## src/rtl/cas_pkg.sv

```systemverilog
package cas_pkg;

    localparam int ADDR_W  = 16;
    localparam int LEN_W   = 8;
    localparam int SIZE_W  = 3;
    localparam int BURST_W = 2;
    localparam int OP_W    = 6;

    localparam logic [OP_W-1:0]    OP_CMP_SWAP = 6'b110001;
    localparam logic [BURST_W-1:0] BURST_INCR  = 2'b01;
    localparam logic [1:0]         RESP_OKAY   = 2'b00;
    localparam logic [1:0]         RESP_SLVERR = 2'b10;

    typedef enum logic [2:0] {
        ST_IDLE,
        ST_COLLECT,
        ST_CMP,
        ST_SWP,
        ST_RET,
        ST_ACK
    } cas_state_e;

    typedef struct packed {
        logic [ADDR_W-1:0]  addr;
        logic [LEN_W-1:0]   len;
        logic [SIZE_W-1:0]  size;
        logic [BURST_W-1:0] burst;
        logic [OP_W-1:0]    op;
    } cas_req_t;

    // Reset contents of store word idx
    function automatic logic [31:0] seed_word(input int unsigned idx);
        return 32'hA000_0000 + 32'(idx) * 32'h0000_0111;
    endfunction

    // True when the request has a shape the engine can perform
    function automatic logic req_shape_ok(input cas_req_t r,
                                          input int unsigned size_code,
                                          input int unsigned max_beats,
                                          input int unsigned mem_words);
        int unsigned beats;
        int unsigned base;
        int unsigned lane_mask;
        logic        ok;
        beats     = 32'(r.len) + 32'd1;
        base      = 32'(r.addr) >> size_code;
        lane_mask = (32'd1 << size_code) - 32'd1;
        ok = (r.op == OP_CMP_SWAP) && (r.burst == BURST_INCR);
        ok = ok && (32'(r.size) == size_code);
        ok = ok && (beats[0] == 1'b0) && (beats <= max_beats);
        ok = ok && ((32'(r.addr) & lane_mask) == 32'd0);
        ok = ok && (base + (beats >> 1) <= mem_words);
        return ok;
    endfunction

endpackage

```

## src/rtl/cas_word_store.sv

```systemverilog
module cas_word_store
    import cas_pkg::*;
#(
    parameter int DATA_W    = 32,
    parameter int MEM_WORDS = 16,
    localparam int WA_W     = $clog2(MEM_WORDS)
) (
    input  logic              clk,
    input  logic              rst,
    input  logic [WA_W-1:0]   rd_addr,
    output logic [DATA_W-1:0] rd_data,
    input  logic              wr_en,
    input  logic [WA_W-1:0]   wr_addr,
    input  logic [DATA_W-1:0] wr_data
);

    logic [DATA_W-1:0] words [MEM_WORDS];

    always_ff @(posedge clk) begin
        if (rst) begin
            for (int i = 0; i < MEM_WORDS; i++) begin
                words[i] <= DATA_W'(seed_word(i));
            end
        end else if (wr_en) begin
            words[wr_addr] <= wr_data;
        end
    end

    assign rd_data = words[rd_addr];

endmodule

```

## src/rtl/cas_beat_collector.sv

```systemverilog
module cas_beat_collector
    import cas_pkg::*;
#(
    parameter int DATA_W    = 32,
    parameter int MAX_BEATS = 8,
    localparam int IDX_W    = $clog2(MAX_BEATS),
    localparam int STRB_W   = DATA_W / 8
) (
    input  logic              clk,
    input  logic              rst,
    input  logic              start,
    input  logic [LEN_W-1:0]  len,
    input  logic              dat_valid,
    input  logic              dat_ready,
    input  logic [DATA_W-1:0] dat_data,
    input  logic [STRB_W-1:0] dat_strb,
    input  logic              dat_last,
    input  logic [IDX_W-1:0]  sel_idx,
    input  logic [IDX_W-1:0]  half,
    output logic              beat_end,
    output logic              strb_err,
    output logic              last_err,
    output logic [DATA_W-1:0] cmp_word,
    output logic [DATA_W-1:0] swp_word
);

    localparam int CNT_W = LEN_W + 1;

    logic [DATA_W-1:0] beat_buf [MAX_BEATS];
    logic [CNT_W-1:0]  cnt_q;
    logic              strb_bad_q;
    logic              last_bad_q;
    logic              take;
    logic              is_final;
    logic              strb_bad_now;
    logic              last_bad_now;

    assign take         = dat_valid && dat_ready;
    assign is_final     = (cnt_q == {1'b0, len});
    assign strb_bad_now = take && !(&dat_strb);
    assign last_bad_now = take && (dat_last != is_final);

    always_ff @(posedge clk) begin
        if (rst) begin
            cnt_q      <= '0;
            strb_bad_q <= 1'b0;
            last_bad_q <= 1'b0;
        end else if (start) begin
            cnt_q      <= '0;
            strb_bad_q <= 1'b0;
            last_bad_q <= 1'b0;
        end else if (take) begin
            cnt_q <= cnt_q + CNT_W'(1);
            if (strb_bad_now) strb_bad_q <= 1'b1;
            if (last_bad_now) last_bad_q <= 1'b1;
        end
    end

    always_ff @(posedge clk) begin
        if (take && (cnt_q < CNT_W'(MAX_BEATS))) begin
            beat_buf[cnt_q[IDX_W-1:0]] <= dat_data;
        end
    end

    assign beat_end = take && (dat_last || is_final);
    assign strb_err = strb_bad_q || strb_bad_now;
    assign last_err = last_bad_q || last_bad_now;
    assign cmp_word = beat_buf[sel_idx];
    assign swp_word = beat_buf[sel_idx + half];


    collect_close_chk: assert property (@(posedge clk) disable iff (rst)
        beat_end |=> !dat_ready);

endmodule

```

## src/rtl/cas_seq_ctrl.sv

```systemverilog
module cas_seq_ctrl
    import cas_pkg::*;
#(
    parameter int DATA_W    = 32,
    parameter int MEM_WORDS = 16,
    parameter int MAX_BEATS = 8,
    localparam int IDX_W    = $clog2(MAX_BEATS),
    localparam int WA_W     = $clog2(MEM_WORDS)
) (
    input  logic              clk,
    input  logic              rst,
    input  logic              req_valid,
    output logic              req_ready,
    input  cas_req_t          req_in,
    output logic              start,
    output logic [LEN_W-1:0]  len_out,
    output logic              dat_ready,
    input  logic              beat_end,
    input  logic              strb_err,
    input  logic              last_err,
    output logic [IDX_W-1:0]  sel_idx,
    output logic [IDX_W-1:0]  half,
    input  logic [DATA_W-1:0] cmp_word,
    input  logic [DATA_W-1:0] swp_word,
    output logic [WA_W-1:0]   mem_addr,
    input  logic [DATA_W-1:0] rd_data,
    output logic              mem_we,
    output logic [DATA_W-1:0] mem_wdata,
    output logic              ret_valid,
    input  logic              ret_ready,
    output logic [DATA_W-1:0] ret_data,
    output logic              ret_last,
    output logic              ack_valid,
    input  logic              ack_ready,
    output logic [1:0]        ack_code
);

    localparam int SIZE_CODE = $clog2(DATA_W / 8);

    cas_state_e        state_q;
    logic [ADDR_W-1:0] addr_q;
    logic [LEN_W-1:0]  len_q;
    logic              shape_bad_q;
    logic              err_q;
    logic              match_q;
    logic [IDX_W-1:0]  idx_q;
    logic [DATA_W-1:0] old_buf [MAX_BEATS];
    logic              last_idx;
    logic              word_eq;
    logic              any_err;

    assign half     = IDX_W'((32'(len_q) + 32'd1) >> 1);
    assign last_idx = (idx_q == half - IDX_W'(1));
    assign mem_addr = WA_W'(addr_q >> SIZE_CODE) + WA_W'(idx_q);
    assign word_eq  = (rd_data == cmp_word);
    assign any_err  = shape_bad_q || strb_err || last_err;

    always_ff @(posedge clk) begin
        if (rst) begin
            state_q     <= ST_IDLE;
            addr_q      <= '0;
            len_q       <= '0;
            shape_bad_q <= 1'b0;
            err_q       <= 1'b0;
            match_q     <= 1'b0;
            idx_q       <= '0;
        end else begin
            case (state_q)
                ST_IDLE: begin
                    if (req_valid) begin
                        addr_q      <= req_in.addr;
                        len_q       <= req_in.len;
                        shape_bad_q <= !req_shape_ok(req_in, SIZE_CODE,
                                                     MAX_BEATS, MEM_WORDS);
                        state_q     <= ST_COLLECT;
                    end
                end
                ST_COLLECT: begin
                    if (beat_end) begin
                        err_q   <= any_err;
                        match_q <= 1'b1;
                        idx_q   <= '0;
                        state_q <= any_err ? ST_ACK : ST_CMP;
                    end
                end
                ST_CMP: begin
                    if (!word_eq) match_q <= 1'b0;
                    if (last_idx) begin
                        idx_q   <= '0;
                        state_q <= (match_q && word_eq) ? ST_SWP : ST_RET;
                    end else begin
                        idx_q <= idx_q + IDX_W'(1);
                    end
                end
                ST_SWP: begin
                    if (last_idx) begin
                        idx_q   <= '0;
                        state_q <= ST_RET;
                    end else begin
                        idx_q <= idx_q + IDX_W'(1);
                    end
                end
                ST_RET: begin
                    if (ret_ready) begin
                        if (last_idx) begin
                            idx_q   <= '0;
                            state_q <= ST_ACK;
                        end else begin
                            idx_q <= idx_q + IDX_W'(1);
                        end
                    end
                end
                ST_ACK: begin
                    if (ack_ready) state_q <= ST_IDLE;
                end
                default: state_q <= ST_IDLE;
            endcase
        end
    end

    // Capture of original contents during the compare pass
    always_ff @(posedge clk) begin
        if (state_q == ST_CMP) begin
            old_buf[idx_q] <= rd_data;
        end
    end

    assign req_ready = (state_q == ST_IDLE);
    assign start     = req_valid && req_ready;
    assign len_out   = start ? req_in.len : len_q;
    assign dat_ready = (state_q == ST_COLLECT);
    assign sel_idx   = idx_q;
    assign mem_we    = (state_q == ST_SWP);
    assign mem_wdata = swp_word;
    assign ret_valid = (state_q == ST_RET);
    assign ret_data  = old_buf[idx_q];
    assign ret_last  = ret_valid && last_idx;
    assign ack_valid = (state_q == ST_ACK);
    assign ack_code  = err_q ? RESP_SLVERR : RESP_OKAY;


    req_lock_chk: assert property (@(posedge clk) disable iff (rst)
        (req_valid && req_ready) |=> !req_ready);


    ret_hold_chk: assert property (@(posedge clk) disable iff (rst)
        (ret_valid && !ret_ready) |=>
            (ret_valid && $stable(ret_data) && $stable(ret_last)));


    ack_hold_chk: assert property (@(posedge clk) disable iff (rst)
        (ack_valid && !ack_ready) |=> (ack_valid && $stable(ack_code)));


    swap_gate_chk: assert property (@(posedge clk) disable iff (rst)
        mem_we |-> (match_q && !err_q));


    ret_then_ack_chk: assert property (@(posedge clk) disable iff (rst)
        (ret_valid && ret_ready && ret_last) |=> ack_valid);


    single_phase_chk: assert property (@(posedge clk) disable iff (rst)
        $onehot0({req_ready, dat_ready, ret_valid, ack_valid}));

endmodule

```

## src/rtl/cas_burst_engine.sv

```systemverilog
module cas_burst_engine
    import cas_pkg::*;
#(
    parameter int DATA_W    = 32,
    parameter int MEM_WORDS = 16,
    parameter int MAX_BEATS = 8
) (
    input  logic                  clk,
    input  logic                  rst,
    input  logic                  req_valid,
    output logic                  req_ready,
    input  logic [15:0]           req_addr,
    input  logic [7:0]            req_len,
    input  logic [2:0]            req_size,
    input  logic [1:0]            req_burst,
    input  logic [5:0]            req_op,
    input  logic                  dat_valid,
    output logic                  dat_ready,
    input  logic [DATA_W-1:0]     dat_data,
    input  logic [DATA_W/8-1:0]   dat_strb,
    input  logic                  dat_last,
    output logic                  ret_valid,
    input  logic                  ret_ready,
    output logic [DATA_W-1:0]     ret_data,
    output logic                  ret_last,
    output logic                  ack_valid,
    input  logic                  ack_ready,
    output logic [1:0]            ack_code
);

    localparam int IDX_W = $clog2(MAX_BEATS);
    localparam int WA_W  = $clog2(MEM_WORDS);

    cas_req_t          req_in;
    logic              start;
    logic [LEN_W-1:0]  len_cur;
    logic              beat_end;
    logic              strb_err;
    logic              last_err;
    logic [IDX_W-1:0]  sel_idx;
    logic [IDX_W-1:0]  half;
    logic [DATA_W-1:0] cmp_word;
    logic [DATA_W-1:0] swp_word;
    logic [WA_W-1:0]   mem_addr;
    logic [DATA_W-1:0] rd_data;
    logic              mem_we;
    logic [DATA_W-1:0] mem_wdata;

    assign req_in = '{addr: req_addr, len: req_len, size: req_size,
                      burst: req_burst, op: req_op};

    cas_seq_ctrl #(
        .DATA_W   (DATA_W),
        .MEM_WORDS(MEM_WORDS),
        .MAX_BEATS(MAX_BEATS)
    ) u_seq (
        .clk      (clk),
        .rst      (rst),
        .req_valid(req_valid),
        .req_ready(req_ready),
        .req_in   (req_in),
        .start    (start),
        .len_out  (len_cur),
        .dat_ready(dat_ready),
        .beat_end (beat_end),
        .strb_err (strb_err),
        .last_err (last_err),
        .sel_idx  (sel_idx),
        .half     (half),
        .cmp_word (cmp_word),
        .swp_word (swp_word),
        .mem_addr (mem_addr),
        .rd_data  (rd_data),
        .mem_we   (mem_we),
        .mem_wdata(mem_wdata),
        .ret_valid(ret_valid),
        .ret_ready(ret_ready),
        .ret_data (ret_data),
        .ret_last (ret_last),
        .ack_valid(ack_valid),
        .ack_ready(ack_ready),
        .ack_code (ack_code)
    );

    cas_beat_collector #(
        .DATA_W   (DATA_W),
        .MAX_BEATS(MAX_BEATS)
    ) u_collect (
        .clk      (clk),
        .rst      (rst),
        .start    (start),
        .len      (len_cur),
        .dat_valid(dat_valid),
        .dat_ready(dat_ready),
        .dat_data (dat_data),
        .dat_strb (dat_strb),
        .dat_last (dat_last),
        .sel_idx  (sel_idx),
        .half     (half),
        .beat_end (beat_end),
        .strb_err (strb_err),
        .last_err (last_err),
        .cmp_word (cmp_word),
        .swp_word (swp_word)
    );

    cas_word_store #(
        .DATA_W   (DATA_W),
        .MEM_WORDS(MEM_WORDS)
    ) u_store (
        .clk    (clk),
        .rst    (rst),
        .rd_addr(mem_addr),
        .rd_data(rd_data),
        .wr_en  (mem_we),
        .wr_addr(mem_addr),
        .wr_data(mem_wdata)
    );

endmodule

```

## config.mk

```make
export PLATFORM = sky130hd
export DESIGN_NAME = cas_burst_engine
export DESIGN_NICKNAME = d
export VERILOG_FILES = /design/src/rtl/cas_pkg.sv /design/src/rtl/cas_word_store.sv /design/src/rtl/cas_beat_collector.sv /design/src/rtl/cas_seq_ctrl.sv /design/src/rtl/cas_burst_engine.sv
export SDC_FILE = /design/constraint.sdc
export NUM_CORES = 1
export LEC_CHECK = 0
export ABC_AREA = 1
export CAP_MARGIN = 5
export CORE_MARGIN = 1
export CORE_UTILIZATION = 45
export DETAILED_ROUTE_END_ITERATION = 10
export DONT_BUFFER_PORTS = 1
export SLEW_MARGIN = 20
export SYNTH_ARGS = -nofsm -noshare
export SYNTH_HDL_FRONTEND = slang
export SYNTH_HIERARCHICAL = 1
export SYNTH_SLANG_ARGS = --single-unit
```

## constraint.sdc

```tcl
create_clock -name clk -period 6.48 [get_ports clk]
set_input_delay 1.296 -clock clk [delete_from_list [all_inputs] [get_ports clk]]
set_output_delay 1.296 -clock clk [all_outputs]
set_load 0.05 [all_outputs]
```

==> results of run 1 <==
## flip-flops by register name (all words and copies together) (netlist names), 3 cells and up, named ones only
| signal | cells |
|---|---|
| u_seq/sel_idx | 3 |
| u_seq/state_q | 3 |
| u_seq/old_buf | 256 |
| u_collect/cnt_q | 9 |
| u_seq/addr_q | 4 |
| u_seq/len_q | 8 |
| u_collect/beat_buf | 256 |
| u_store/words | 512 |
## Yosys cell counts (all sizes together)
master	n	area, sq um
xnor2	11	96.3
or2	10	62.6
ha	18	225
nand2	1721	6480
nor3	11	81.3
a31oi	33	206
xor2	16	140
a21o	1	7.51
a211oi	9	67.6
nand4	10	68.8
buf	245	1410
conb	1	3.75
inv	796	2990
edfxtp	1024	30700
clkbuf	112	420
dfxtp	35	701
fa	3	60.1
a21oi	32	168
nand3b	2	15.0
nor4	1	6.26
o21a	1	7.51
nor2	812	3160
o31ai	1	7.51
o22ai	33	206
o21ai	223	1120
clkinv	1	3.75
nand3	619	3110
## cells by family (layout without fill, tap and decap cells)
| kind of cell | after synthesis | count (layout) | synth area share, % |
|---|---|---|---|
| other | 1 | 2 | 0.00727 |
| adder cells (fa/ha/maj) | 21 | 21 | 0.553 |
| flip-flops | 1059 | 1059 | 61.0 |
| AO/OA/AOI/OAI | 333 | 333 | 3.46 |
| XOR/XNOR | 27 | 27 | 0.458 |
| buffers and inverters | 1154 | 1100 | 9.36 |
| AND/OR/NAND/NOR | 3186 | 3186 | 25.2 |
## power groups by stage
stage / Clock, mW / Sequential [mW] / Combinational, mW
floorplan: 0 / 8.29 / 5.16
global placement: 0 / 8.33 / 7.57
detailed placement: 0 / 8.34 / 7.60
CTS: 6.36 / 8.19 / 7.62
global route: 6.60 / 8.21 / 8.27
finish: 6.27 / 8.19 / 7.71
## layout make-up
| cell class | count | area (sq um) | area share, % |
|---|---|---|---|
| timing repair buffer | 97 | 791 | 1.41 |
| clock buffer | 140 | 2960 | 5.26 |
| clock inverter | 66 | 614 | 1.09 |
| tap | 1500 | 1880 | 3.34 |
| antenna | 1 | 2.50 | 0.00445 |
| multi-input combinational | 3568 | 15500 | 27.6 |
| inverter | 797 | 3010 | 5.36 |
| sequential | 1059 | 31500 | 55.9 |
## metrics by stage
step	utilization [%]	power [mW]	std cells	hold slack, ps	area (sq um)
after CTS	49.7	22.2	7227	461	56200
after floorplan	-	13.5	5781	433	51600
after global placement	46.6	15.9	7021	442	52700
after detailed placement	46.6	15.9	7021	452	52700
after global routing	49.7	23.1	7227	486	56200
final	49.7	22.2	7228	462	56200
## final timing paths
path                        start                    to  slack [ps]  cells after the start
max              u_seq/sel_idx[1]      u_seq/state_q[1]        1430                     19
min          u_collect/last_bad_q  u_collect/last_bad_q         460                      2
max reg2reg      u_seq/sel_idx[1]      u_seq/state_q[1]        1430                     19
min reg2reg  u_collect/last_bad_q  u_collect/last_bad_q         460                      2
## metal layers
metal,global-route usage [%],vias up
met1,35.6,18600
met3,3.91,234
li1,-,18200
met2,42.0,1721
met4,8.71,0
met5,0,-
## critical path, cell delays in order (launching register included)
cell and delay, ps:
dfxtp_2 620, inv_1 210, fa_1 510, xnor2_2 210, clkinv_2 780, nand3_1 350, nand3_1 210, nand2_1 520
inv_1 80, nand2_1 70, o21ai_0 90, nor2_1 130, nand2_1 50, nor2_1 130, nand2_1 60, nor2_1 440
nand3_1 210, nand2_1 100, nand2_1 70, a21oi_2 110
==> flow_summary.yaml, run 1 <==
logic_synthesis:
  synth_seq_cells: 1059
  ys_seq_area_share_pct: 61.0
  syn_area_per_cell_sq_um: 8.92
  synth-warning-count: 6
  synth_area_sq_um: 51600
  synth_nets: 5880
  synth_cells: 5781
  synth.distinct_cells: 43
placement:
  place_hpwl_mm: 90.4
  port_buffers: 0
  place_ws_ps: 1680
  gp_congestion: 0.867
worst_setup_path:
  endpoint_kind: "flop"
  crit_required_ps: 7140
  path_class: "reg -> reg"
  start_kind: "flop"
  cp_max_fo: 46
  arrival_ps: 5710
cells_and_area:
  layout_common_cells: "1,698 x nand2_1, 1,024 x edfxtp_1, 776 x nor2_1, 760 x inv_1, 617 x nand3_1"
  n_fill_cell: 10400
  final_common_cell: "nand2_1"
  nets: 5733
  syn_to_final_growth_pct: 9.06
  drive_above_1_share_pct: 6.69
route:
  ant_nets: 0
  wl_met1_mm: 63.6
  top_layer: "met4"
  wl_per_cell_um: 21.1
  met3WireLength_mm: 13.2
  drc: 0
  drt_wl_total_mm: 153
  num_vias: 38700
  viasPerCell: 5.36
  first_iter_violations: 4202
  drtPass1Iterations: 6
  route.met2.wl_mm: 71.6
clocking:
  cts_tree: "done"
  hold_buffers: 0
  cts.path.max_buffers: 3
  cts_setup_buffers: 0
  path_clk_slew_ps: 60
  post_cts_resize_count: 0
  cts_root_buf: "clkbuf_16"
  htree_num_levels: 3
  clock-sinks: 1059
  numCtsBuffers: 111
  clk_latency_ps: 730
hold_path:
  min_path_type: "reg -> reg"
sta:
  timing.final.crit_share_pct: 78.0
  setup_viol: 0
  hold_viol_final: 0
  setup_tns_ps: 0
  relSlewSlack_pct: 22.8
  worst_slew_pin_slew_ps: 1150
  worst_slack_ps: 1430
  drv_slew: 0
  fin_skew_ps: 51.9
  grt_setup_unrepaired: "no"
  fmax_mhz: 198
  fin_crit_ps: 5050
pwr:
  p_sw_mw: 9.00
  powerDensity_nw_per_um2: 394
  pwr-share-comb_pct: 34.8
  leakage_nw: 23.6
  pwr-share-clk_pct: 28.3
  seqPwrFrac_pct: 36.9
  ir_worst_vdd_mv: 0.265
  swShare_pct: 40.6
  p_int_mw: 13.2
grt:
  grt_antenna_before_repair: 2
  grt_max_degree: 173
  grt-ovfl-total: 0
  grt_pass1_vias: 36500
  grt_pass1_wl_mm: 227
  grt_usage_pct: 25.9
floorplanning:
  die_y_um: 341
  start_util_pct: 45.6
  ios: 117
  dieArea_sq_um: 116000
  fp.dieW_um: 341
  row_count: 123
  design.core.area_sq_um: 113000
outcome:
  status: "completed"
job:
  drv_cap: 0
(Power assumes the default switching activity.)
==> run 2, diff against run 1 <==
==> constraint.sdc (replaced) <==
create_clock -name clk -period 5.2 [get_ports clk]
set_input_delay 1.04 -clock clk [delete_from_list [all_inputs] [get_ports clk]]
set_output_delay 1.04 -clock clk [all_outputs]
set_load 0.05 [all_outputs]
==> flow_summary.yaml, run 2 (synthesis gave the netlist of run 1 again) <==
pwr:
  leakage_nw: 24.0
  pwr-share-comb_pct: 35.2
  p_sw_mw: 11.1
  powerDensity_nw_per_um2: 490
  seqPwrFrac_pct: 36.6
  ir_worst_vdd_mv: 0.517
  p_int_mw: 16.8
  swShare_pct: 39.8
  pwr-share-clk_pct: 28.2
route:
  first_iter_violations: 4176
  route.met2.wl_mm: 71.3
  wl_met1_mm: 64.2
  top_layer: "met4"
  wl_per_cell_um: 21.3
  met3WireLength_mm: 14.9
  ant_nets: 0
  drc: 0
  viasPerCell: 5.36
  num_vias: 39000
  drtPass1Iterations: 6
  drt_wl_total_mm: 155
clocking:
  post_cts_resize_count: 0
  cts.path.max_buffers: 3
  cts_root_buf: "clkbuf_16"
  cts_setup_buffers: 0
  hold_buffers: 0
  clk_latency_ps: 720
  numCtsBuffers: 111
  clock-sinks: 1059
  cts_tree: "done"
  path_clk_slew_ps: 60
  htree_num_levels: 3
worst_setup_path:
  critPathMaxStageDelay_ps: 600
  path_class: "reg -> reg"
  arrival_ps: 5010
  path_delay_family: "simple AND/OR/NAND/NOR gates"
  reg2regPathDepth: 22
  crit_chain: "inv_1 -> fa_1 -> inv_4 -> inv_4 -> buf_12 -> buf_12 -> nand3_1 -> nand3_1 -> nand3_1 -> nand2_1 -> inv_1 -> nand2_1 -> o21ai_0 -> nor2_1 -> nand2_1 -> nor2_1 -> nand2_1 -> nor2_1 -> nand3_1 -> nand2_1 -> nand2_1 -> a21oi_2"
  slowest_stage: "fa_1"
  endpoint_kind: "flop"
  r2r_setup_slack_ps: 840
  timing.rr.end: "u_seq/state_q[0]"
  crit_path_frequent_cell: "nand2_1"
  cp_max_fo: 29
  rr_startpoint: "u_seq/sel_idx[1]"
  critPathBufInv: 6
  critical_path_depth: 22
  crit_required_ps: 5860
  start_kind: "flop"
sta:
  drv_slew: 0
  relSlewSlack_pct: 27.3
  grt_setup_unrepaired: "no"
  holdWs_ps: 385
  fmax_mhz: 230
  hold_viol_final: 0
  worst_slack_ps: 843
  setup_tns_ps: 0
  worst_slew_pin_slew_ps: 1090
  fin_crit_ps: 4360
  fin_skew_ps: 48.3
  timing.final.crit_share_pct: 83.8
  setup_viol: 0
floorplanning:
  fp.dieW_um: 341
  row_count: 123
  ios: 117
  start_util_pct: 45.6
  die_y_um: 341
  design.core.area_sq_um: 113000
  dieArea_sq_um: 116000
placement:
  gp_congestion: 0.887
  dpl_cell_area_sq_um: 53200
  place_hpwl_mm: 92.6
  place_ws_ps: 914
  port_buffers: 0
cells_and_area:
  syn_to_final_growth_pct: 10.3
  final_common_cell: "nand2_1"
  regArea_sq_um: 31500
  drive_above_1_share_pct: 7.60
  largest_reg_flops: 512
  regMostFlops: "u_store/words"
  n_fill_cell: 10300
  layout_common_cells: "1,698 x nand2_1, 1,024 x edfxtp_1, 776 x nor2_1, 760 x inv_1, 617 x nand3_1"
  nets: 5792
  multi_input_area_sq_um: 15500
  final_area_sq_um: 56900
grt:
  grt_pass1_vias: 37100
  grt-ovfl-total: 0
  grt_pass1_wl_mm: 231
  grt_usage_pct: 26.5
  grt_antenna_before_repair: 1
  grt_max_degree: 161
hold_path:
  min_path_type: "in -> reg"
  holdPathStages: 1
  holdPathEnd: "u_seq/state_q[0]"
  min-delay-start: "rst"
outcome:
  status: "completed"
job:
  drv_cap: 0
[run 2: changes by cell type in the layout (fill, tap and decap cells not counted), moves of 2 or more]
cell,previous run,this run
buf_4,92,139
clkinvlp_4,8,3
clkbuf_8,1,11
clkbuf_16,114,112
clkinv_1,22,30
a31oi_1,31,33
buf_12,5,17
a31oi_2,2,0
clkbuf_1,25,18
clkinv_2,24,19
[run 2: routing by layer]
metal  GRT usage, %  vias to the layer above
met5              0                        -
met4           9.48                        0
met1           36.1                    18700
met2           42.2                     1760
met3           5.16                      282
li1               -                    18300
[run 2: stage by stage]
| stage | total power [mW] | instances | util (%) |
|---|---|---|---|
| floorplan | 16.8 | 5781 | - |
| CTS | 27.9 | 7287 | 50.3 |
| finish | 27.9 | 7288 | 50.3 |
| detailed placement | 20.1 | 7080 | 47.1 |
| global route | 29.1 | 7287 | 50.3 |
| global placement | 20.0 | 7080 | 47.1 |
[run 2: power groups by stage]
| stage | Clock, mW | Combinational (mW) | Sequential (mW) |
|---|---|---|---|
| 6_report | 7.87 | 9.80 | 10.2 |
| 5_1_grt | 8.29 | 10.6 | 10.2 |
| 4_1_cts | 7.97 | 9.71 | 10.2 |
| 3_5_place_dp | 0 | 9.68 | 10.4 |
| 3_3_place_gp | 0 | 9.65 | 10.4 |
| 2_1_floorplan | 0 | 6.43 | 10.3 |
[run 2: cell type report]
cell class | count | area share, %
multi-input combinational | 3568 | 27.3
timing repair buffer | 156 | 2.43
tap | 1500 | 3.30
clock inverter | 66 | 1.05
sequential | 1059 | 55.3
antenna | 1 | 0.00440
inverter | 797 | 5.30
clock buffer | 141 | 5.31
[run 2: worst max-delay path by stage]
stage	startpoint	to
after floorplan	u_seq/sel_idx[0]	u_store/words[4][0]
after global routing	u_seq/sel_idx[1]	u_seq/state_q[1]
final	u_seq/sel_idx[1]	u_seq/state_q[0]
after detailed placement	u_seq/sel_idx[1]	u_seq/state_q[1]
after CTS	u_seq/sel_idx[1]	u_seq/state_q[0]
after global placement	u_seq/sel_idx[1]	u_seq/state_q[0]
